--- src/rtl/fault_frame_seq.sv ---
module fault_frame_seq #(
  parameter int VEC_W       = 8,
  parameter int DATA_W      = 32,
  parameter int SEL_W       = 16,
  parameter int DF_VEC      = 8,
  parameter int RESET_COUNT = 3,
  parameter int IF_BIT      = 9
) (
  input  logic              clk,
  input  logic              rst_n,
  input  logic              req_valid,
  output logic              req_ready,
  input  logic [VEC_W-1:0]  req_vector,
  input  logic              req_has_err,
  input  logic [DATA_W-1:0] req_err_code,
  input  logic              prot_mode,
  input  logic              vm_mode,
  input  logic              priv_change,
  input  logic              gate_32,
  input  logic              gate_intr,
  input  logic [DATA_W-1:0] old_eflags,
  input  logic [SEL_W-1:0]  old_cs,
  input  logic [DATA_W-1:0] old_eip,
  input  logic [SEL_W-1:0]  old_ss,
  input  logic [DATA_W-1:0] old_esp,
  input  logic [SEL_W-1:0]  seg_gs,
  input  logic [SEL_W-1:0]  seg_fs,
  input  logic [SEL_W-1:0]  seg_ds,
  input  logic [SEL_W-1:0]  seg_es,
  output logic              push_valid,
  input  logic              push_ready,
  input  logic              push_fail,
  output logic [DATA_W-1:0] push_data,
  output logic              push_wide,
  output logic [VEC_W-1:0]  deliver_vector,
  output logic              restore_ctx,
  output logic              seg_null_load,
  output logic              if_out,
  output logic              tf_out,
  output logic              cpu_reset,
  output logic              done,
  output logic              fail
);

  localparam int NSLOT  = 10;
  localparam int IDX_W  = $clog2(NSLOT);
  localparam int CNT_W  = $clog2(RESET_COUNT + 1);
  localparam int HALF_W = DATA_W / 2;
  localparam int LAST_SEG_SLOT = 3;

  logic                          busy_q;
  logic [CNT_W-1:0]              fault_cnt_q;
  logic [NSLOT-1:0]              pend_q;
  logic [NSLOT-1:0][DATA_W-1:0]  frame_q;
  logic [NSLOT-1:0][DATA_W-1:0]  frame_in;
  logic [NSLOT-1:0]              mask_in;
  logic                          wide_q, intr_q, oldif_q;
  logic [VEC_W-1:0]              vec_q;
  logic [IDX_W-1:0]              cur_idx;
  logic [NSLOT-1:0]              cur_bit;

  logic [CNT_W-1:0] cnt_inc;
  logic             escalate, trip, accept, hs, last_push;
  logic             pm_vm, pm_stack, pm_err;
  logic [DATA_W-1:0] err_val;

  assign req_ready = !busy_q;
  assign accept    = req_valid && !busy_q;
  assign cnt_inc   = fault_cnt_q + CNT_W'(1);
  assign escalate  = cnt_inc > CNT_W'(1);
  assign trip      = cnt_inc == CNT_W'(RESET_COUNT);

  assign pm_vm    = prot_mode && vm_mode;
  assign pm_stack = prot_mode && (priv_change || vm_mode);
  assign pm_err   = prot_mode && (escalate || req_has_err);
  assign err_val  = escalate ? '0 : req_err_code;

  function automatic logic [DATA_W-1:0] zx(input logic [SEL_W-1:0] s);
    return {{(DATA_W-SEL_W){1'b0}}, s};
  endfunction

  always_comb begin
    frame_in[0] = zx(seg_gs);
    frame_in[1] = zx(seg_fs);
    frame_in[2] = zx(seg_ds);
    frame_in[3] = zx(seg_es);
    frame_in[4] = zx(old_ss);
    frame_in[5] = old_esp;
    frame_in[6] = old_eflags;
    frame_in[7] = zx(old_cs);
    frame_in[8] = old_eip;
    frame_in[9] = err_val;
    mask_in = {pm_err, 3'b111, {2{pm_stack}}, {4{pm_vm}}};
  end

  always_comb begin
    cur_idx = '0;
    for (int i = NSLOT - 1; i >= 0; i--)
      if (pend_q[i]) cur_idx = IDX_W'(i);
  end

  assign cur_bit    = NSLOT'(1) << cur_idx;
  assign last_push  = (pend_q & ~cur_bit) == '0;
  assign push_valid = busy_q;
  assign push_wide  = wide_q;
  assign push_data  = wide_q ? frame_q[cur_idx]
                             : {{(DATA_W-HALF_W){1'b0}}, frame_q[cur_idx][HALF_W-1:0]};
  assign hs         = push_valid && push_ready;
  assign deliver_vector = vec_q;

  always_ff @(posedge clk or negedge rst_n) begin
    if (!rst_n) begin
      busy_q        <= 1'b0;
      fault_cnt_q   <= '0;
      pend_q        <= '0;
      frame_q       <= '0;
      wide_q        <= 1'b0;
      intr_q        <= 1'b0;
      oldif_q       <= 1'b0;
      vec_q         <= '0;
      restore_ctx   <= 1'b0;
      seg_null_load <= 1'b0;
      cpu_reset     <= 1'b0;
      done          <= 1'b0;
      fail          <= 1'b0;
      if_out        <= 1'b0;
      tf_out        <= 1'b0;
    end else begin
      restore_ctx   <= 1'b0;
      seg_null_load <= 1'b0;
      cpu_reset     <= 1'b0;
      done          <= 1'b0;
      fail          <= 1'b0;
      if (accept) begin
        if (trip) begin
          fault_cnt_q <= '0;
          cpu_reset   <= 1'b1;
        end else begin
          fault_cnt_q <= cnt_inc;
          busy_q      <= 1'b1;
          restore_ctx <= 1'b1;
          vec_q       <= escalate ? VEC_W'(DF_VEC) : req_vector;
          pend_q      <= mask_in;
          frame_q     <= frame_in;
          wide_q      <= prot_mode && gate_32;
          intr_q      <= !prot_mode || gate_intr;
          oldif_q     <= old_eflags[IF_BIT];
        end
      end else if (hs) begin
        if (push_fail) begin
          busy_q <= 1'b0;
          pend_q <= '0;
          fail   <= 1'b1;
        end else begin
          pend_q <= pend_q & ~cur_bit;
          if (cur_idx == IDX_W'(LAST_SEG_SLOT)) seg_null_load <= 1'b1;
          if (last_push) begin
            busy_q      <= 1'b0;
            done        <= 1'b1;
            fault_cnt_q <= '0;
            if_out      <= intr_q ? 1'b0 : oldif_q;
            tf_out      <= 1'b0;
          end
        end
      end
    end
  end

  AST_PUSH_HOLD: assert property (@(posedge clk) disable iff (!rst_n)
    push_valid && !push_ready |=> push_valid && $stable(push_data) && $stable(push_wide));
  AST_IDLE_NO_PUSH: assert property (@(posedge clk) disable iff (!rst_n)
    req_ready |-> !push_valid);
  AST_RESET_QUIET: assert property (@(posedge clk) disable iff (!rst_n)
    cpu_reset |-> !push_valid && !restore_ctx);
  AST_END_EXCLUSIVE: assert property (@(posedge clk) disable iff (!rst_n)
    !(done && fail));
  AST_DONE_CLEARS: assert property (@(posedge clk) disable iff (!rst_n)
    done |-> fault_cnt_q == '0);
  AST_DONE_TF: assert property (@(posedge clk) disable iff (!rst_n)
    done |-> !tf_out);
  AST_DF_VECTOR: assert property (@(posedge clk) disable iff (!rst_n)
    push_valid && fault_cnt_q > CNT_W'(1) |-> deliver_vector == VEC_W'(DF_VEC));
  AST_NULL_AFTER_PUSH: assert property (@(posedge clk) disable iff (!rst_n)
    seg_null_load |-> $past(push_valid && push_ready && !push_fail));

endmodule

--- config.mk ---
export PLATFORM = sky130hd
export DESIGN_NAME = fault_frame_seq
export DESIGN_NICKNAME = d
export VERILOG_FILES = /design/src/rtl/fault_frame_seq.sv
export SDC_FILE = /design/constraint.sdc
export NUM_CORES = 1
export LEC_CHECK = 0
export BUFFER_PORTS_ARGS = -buffer_cell sky130_fd_sc_hd__buf_4
export CAP_MARGIN = 20
export CORE_MARGIN = 2
export CORE_UTILIZATION = 54
export CTS_CLUSTER_SIZE = 28
export DETAILED_ROUTE_END_ITERATION = 8
export GPL_ROUTABILITY_DRIVEN = 1
export GPL_TIMING_DRIVEN = 0
export HOLD_SLACK_MARGIN = 0.1
export PLACE_DENSITY = 0.8
export RECOVER_POWER = 50
export SETUP_SLACK_MARGIN = 0.2
export SYNTH_ARGS = -nofsm -noshare
export SYNTH_HDL_FRONTEND = slang
export SYNTH_SLANG_ARGS = --single-unit
export TNS_END_PERCENT = 5
--- constraint.sdc ---
create_clock -name clk -period 3.4 [get_ports clk]
set_clock_uncertainty 0.1 [all_clocks]
set_input_delay 0.34 -clock clk [delete_from_list [all_inputs] [get_ports clk]]
set_output_delay 0.34 -clock clk [all_outputs]
set_load 0.005 [all_outputs]
### Word level (Yosys, flattened, before mapping)

Cells that the tools add are included.

| operators by class | value |
|---|---|
| $add $sub $neg | 1 |
| magnitude comparators | 2 |
| eq/ne operators | 4 |
| shift operators | 1 |
| muxes and demuxes | 45 |
| bitwise gates (word level) | 5 |
| reductions and logical operators | 20 |

Operator list:

| kind | count |
|---|---|
| 32-bit binary-select mux with 4-bit select | 1 |
| 32-bit two-way mux | 3 |
| 10-bit two-way mux | 4 |
| 4-bit two-way mux | 10 |
| 1-bit two-way mux | 21 |
| 10-bit bitwise AND | 1 |
| 10-bit zero test | 1 |
| 2-bit two-way mux | 5 |
| 10-bit NOT | 1 |
| 1-bit by 4-bit left shift with 10-bit output (first input constant) | 1 |
| 8-bit two-way mux | 1 |
| 1-bit logical AND | 6 |
| 3-bit AND reduction | 2 |
| 4-bit by 5-bit < comparator with 1-bit output (second input constant) | 1 |
| 4-bit by 2-bit == test with 1-bit output (second input constant) | 1 |
| 2-bit AND reduction | 2 |
| 4-bit AND reduction | 1 |
| 2-bit nonzero test | 2 |
| 1-bit logical OR | 3 |
| 1-bit NOT | 3 |
| 3-bit nonzero test | 1 |
| 2-bit by 1-bit adder with 2-bit output (second input constant) | 1 |
| 2-bit == test (second input constant) | 1 |
| 2-bit by 1-bit > comparator with 1-bit output (second input constant) | 1 |
| other kinds (3) | 4 |

| word-level totals | value |
|---|---|
| register bits | 254 |
| bits of input ports | 243 |
| output and inout bits | 50 |
| logic and storage cells | 101 |

### Depth between registers and ports, before layout

| logic depth | value |
|---|---|
| word-level depth | 18 |
| gate-level depth with buffers | 10 |
| mapped depth without buffers | 8 |

### Worst setup path before layout

OpenSTA, ideal clock, no wires.

| path | value |
|---|---|
| kind | reg-to-output |
| start point | reg pend_q[9] |
| end point | out push_data[0] |
| arrival | 2.078 ns |
| required time | 2.960 ns |
| setup slack | 0.882 ns |
| stages on the path, launching flop included | 9 |
| path buffers | 2 |
| cell sequence | dfrtp_1 -> nor2b_1 -> o21ai_1 -> and2_1 -> buf_2 -> buf_2 -> mux2_2 -> a222oi_1 -> o2111ai_1 |

| on the way | value |
|---|---|
| word-level cells in the longest chain between the ends | 13 |

RTL lines:

| what | line | RTL |
|---|---|---|
| from (decl) | 53 | `logic [NSLOT-1:0] pend_q;` |
| from (signal assigned) | 143 | `pend_q <= mask_in;` |
| from (signal assigned) | 155 | `pend_q <= pend_q & ~cur_bit;` |
| 4-bit two-way mux (10 in a row) | 99 | `if (pend_q[i]) cur_idx = IDX_W'(i);` |
| 32-bit binary-select mux with 4-bit select | 106, 107 |  |
| 32-bit two-way mux (not written as such) | 107 | `: {{(DATA_W-HALF_W){1'b0}}, frame_q[cur_idx][HALF_W-1:0]};` |
| 32-bit two-way mux | 106 | `assign push_data = wide_q ? frame_q[cur_idx]` |
| to (decl) | 33 | `output logic [DATA_W-1:0] push_data,` |

No other way between the ends. The select of a mux whose other input is x is not followed.

### Final worst setup path

| path | value |
|---|---|
| start point | reg pend_q[4] |
| end point | out push_data[9] |

| on the way | value |
|---|---|
| word-level cells in the longest chain between the ends | 8 |

RTL lines:

| what | line |
|---|---|
| 4-bit two-way mux (5 in a row) | 99 |
| 32-bit binary-select mux with 4-bit select | 106, 107 |
| 32-bit two-way mux (not written as such) | 107 |
| 32-bit two-way mux | 106 |

No other way between the ends. The select of a mux whose other input is x is not followed.

==> results.yml <==
floorplanning:
  fp.dieW_um: 150
  die_area_um2: 22600
  start_util_pct: 55.1
  fp-row-count: 53
  core_um2: 21000
  die_h_um: 150
  num_io_pins: 293
critical_path:
  cp.required_ns: 2.96
  path_buf_inv: 2
  cp_max_fo: 7
  crit_chain: "nand2b_4 > a21o_1 > a41o_1 > nor2b_4 > buf_6 > a222oi_1 > o211ai_1 > buf_4"
  rr_worst_depth: 8
  regToRegSetupSlack_ns: 0.28
  critPathKind: "reg -> out"
  cp.depth: 8
  startpoint_type: "flop"
  endpoint_kind: "primary output"
  slowest_delay_ns: 0.69
  arrival_ns: 3.22
  critPathTopFamily: "compound AO/OA/AOI/OAI gates"
  slowest_stage: "a222oi_1"
cells_and_area:
  finish.utilization_pct: 85.1
  fillCellCount: 997
  layout.nets: 2151
  multi_input_area_um2: 5010
  fin_area_um2: 17900
  syn2layout_area_growth_pct: 54.4
  ff_latch_area_um2: 6340
  drive_above_1_share_pct: 23.2
placed_design:
  gp_congestion: 0.935
  placedInstanceArea_um2: 14200
  dp_hpwl_um: 29300
  dp_slack_ns: 0.0432
  port_buffers: 291
detailed_routing:
  dr.pass1.iters: 9
  wire_per_inst_um: 23.4
  wl_um: 51700
  drc: 0
  antenna_left: 0
  viasPerCell: 6.21
  drt_iter0_markers: 1930
  vias: 13700
cts:
  clk_path_buf_depth: 3
  cts_tree: "yes"
  cts_htree_levels: 1
  insertion_delay_ns: 0.54
  cts_root_buffer: "clkbuf_16"
  path_clk_slew_ns: 0.06
  clock_sinks: 253
  cts_buffers: 27
logic_synthesis:
  ys_seq_elements: 253
  synth_commonest_cells: "693 x nand2_1, 253 x dfrtp_1, 80 x clkbuf_1, 39 x nand3b_1, 32 x a22oi_1"
  synth_area_leaders: "dfrtp_1 55%, nand2_1 22%, mux2_2 3.0%, clkbuf_1 2.6%, nand3b_1 2.5%"
  synth-edff-count: 0
  synthArstFlopShare_pct: 100
  synth-main-ff-cell: "dfrtp_1"
  avgSynthCellArea_um2: 8.70
  synthCells: 1331
  synth_top_area_cell: "dfrtp_1"
  yosysWarnings: 0
  synth_top_cell_area_share_pct: 54.7
  syn_area_um2: 11600
  ys_seq_area_share_pct: 54.7
  synth.most_common_cell: "nand2_1"
  synth_cell_types: 54
  synth_fp_nets: 1577
power_and_ir_drop:
  vdd_drop_max_mv: 0.519
  p_sw_mw: 6.66
  p_clk_share_pct: 20.5
  p_comb_share_pct: 45.5
  p_int_mw: 9.23
  swShare_pct: 41.9
  powerDensity_nw_per_um2: 888
  power.leakage_nw: 8.99
  seqPwrFrac_pct: 34.0
outcome:
  status: "complete, but fails checks"
  violations: "negative setup slack"
timing:
  hold_viol: 0
  period_minus_slack_ns: 3.66
  slew_violations: 0
  finalCritPeriodShare_pct: 108
  fmax_ghz: 0.274
  setup_viol: 24
  tightest_slew_ns: 1.43
  rsz0062_at_grt: "true"
  slew_headroom_pct: 4.69
  fin_ws_ns: -0.255
global_route:
  grt_pass1_wl_um: 76300
  grt_max_degree: 113
  grt_overflow: 0
  antenna_found_initial: 7
  grt_pass1_vias: 14100
  grt_util_all_layers_pct: 44.7
hold_path:
  hp-class: "in -> reg"
  holdPathStages: 3
flow_run:
  maxCapViolCount: 0
-- cell type report --
cell class / instances / area share [%]
diodes: 9 / 0.126
repair buffers: 545 / 26.2
flip-flops and latches: 253 / 35.4
clock inverters: 13 / 1.10
inverters: 8 / 0.189
well taps: 275 / 1.92
plain buffers: 92 / 2.71
clock buffers: 37 / 4.32
multi-input cells: 978 / 28.0
-- state kept, by name (all words and copies together), names as in the netlist --
register	cells
seg_null_load	1
push_valid	1
deliver_vector	8
fault_cnt_q	2
frame_q	224
done	1
intr_q	1
restore_ctx	1
pend_q	10
fail	1
push_wide	1
cpu_reset	1
if_out	1
-- layout by cell type (no fill, tap or decap), types with 7 or more instances in the layout --
cell type        n
dlygate4sd3_1  241
a32oi_1         14
o2111ai_1        9
a21o_1          16
clkbuf_4        16
nand3b_1        39
clkbuf_2         8
buf_4          294
a22oi_1         26
diode_2          9
nand2_1        691
clkbuf_1        68
o21ai_0          8
dfrtp_1        248
nor2_1          13
a222oi_1        22
clkbuf_8        10
inv_1            7
mux2_2          31
o22ai_1         13
clkbuf_16       27
nand3_1         12
-- metal layers --
metal,global-route usage (%),part of all wire (%),vias up
li1,-,-,5559
met1,52.5,32,6469
met2,72.2,46,1279
met3,12.7,13,414
met4,28.8,8.6,0
met5,0,0,-
-- path summary, 6_finish.rpt --
check	startpoint	endpoint
worst max-delay path	pend_q[4]$_DFFE_PN0P_	push_data[9]
worst min-delay path	priv_change	pend_q[5]$_DFFE_PN0P_
worst max register to register	push_valid$_DFFE_PN0P_	frame_q[188]$_DFFE_PN0P_
worst min register to register	frame_q[79]$_DFFE_PN0P_	frame_q[79]$_DFFE_PN0P_
max in group asynchronous	rst_n	pend_q[3]$_DFFE_PN0P_
min in group asynchronous	rst_n	frame_q[187]$_DFFE_PN0P_
-- through the flow --
stage | power [mW] | setup TNS (ns) | instances | hold slack [ns]
2_1_floorplan | 8.68 | 0 | 1331 | -0.0556
3_3_place_gp | 10.9 | -23.04 | 1897 | 0.351
3_5_place_dp | 11.1 | 0 | 1899 | 0.195
4_1_cts | 15.0 | -0.483 | 2199 | 0.130
5_1_grt | 16.4 | -3.42 | 2208 | 0.229
6_report | 15.9 | -2.53 | 2210 | 0.165
-- cells by family after synthesis --
family	count (synthesis)	share of synthesized area, %
AO/OA/AOI/OAI	156	10.8
adder cells (fa/ha/maj)	3	0.324
buffers and inverters	100	3.37
flip-flops	253	54.7
multiplexers	33	3.24
other	1	0.0324
AND/OR/NAND/NOR	785	27.6
-- power groups by stage --
stage               combinational [mW]  clock [mW]  sequential (mW)
floorplan                         3.71           0             4.96
global placement                  5.76           0             5.17
detailed placement                5.91           0             5.22
CTS                               6.52        3.20             5.23
global route                      7.56        3.34             5.47
finish                            7.23        3.26             5.40
-- worst register-to-register path, stage by stage, from the launching register on --
cell and delay (ns):
dfrtp_1 0.48, nor2b_1 0.14, clkbuf_1 0.27, nand2b_1 0.16
inv_1 0.13, clkbuf_1 0.79, clkbuf_1 0.71, nand2_1 0.17
nand2_1 0.11
-- what timing repair did --
item                                    4_1_cts  5_1_grt
resized for setup                            66       23
endpoints found under the setup margin       32       33
endpoints found under the hold margin       305        0
buffers inserted                              9        2
hold buffers                                241        0
pin swaps                                    22       12
Note: power is estimated with default switching activity, not from simulation.
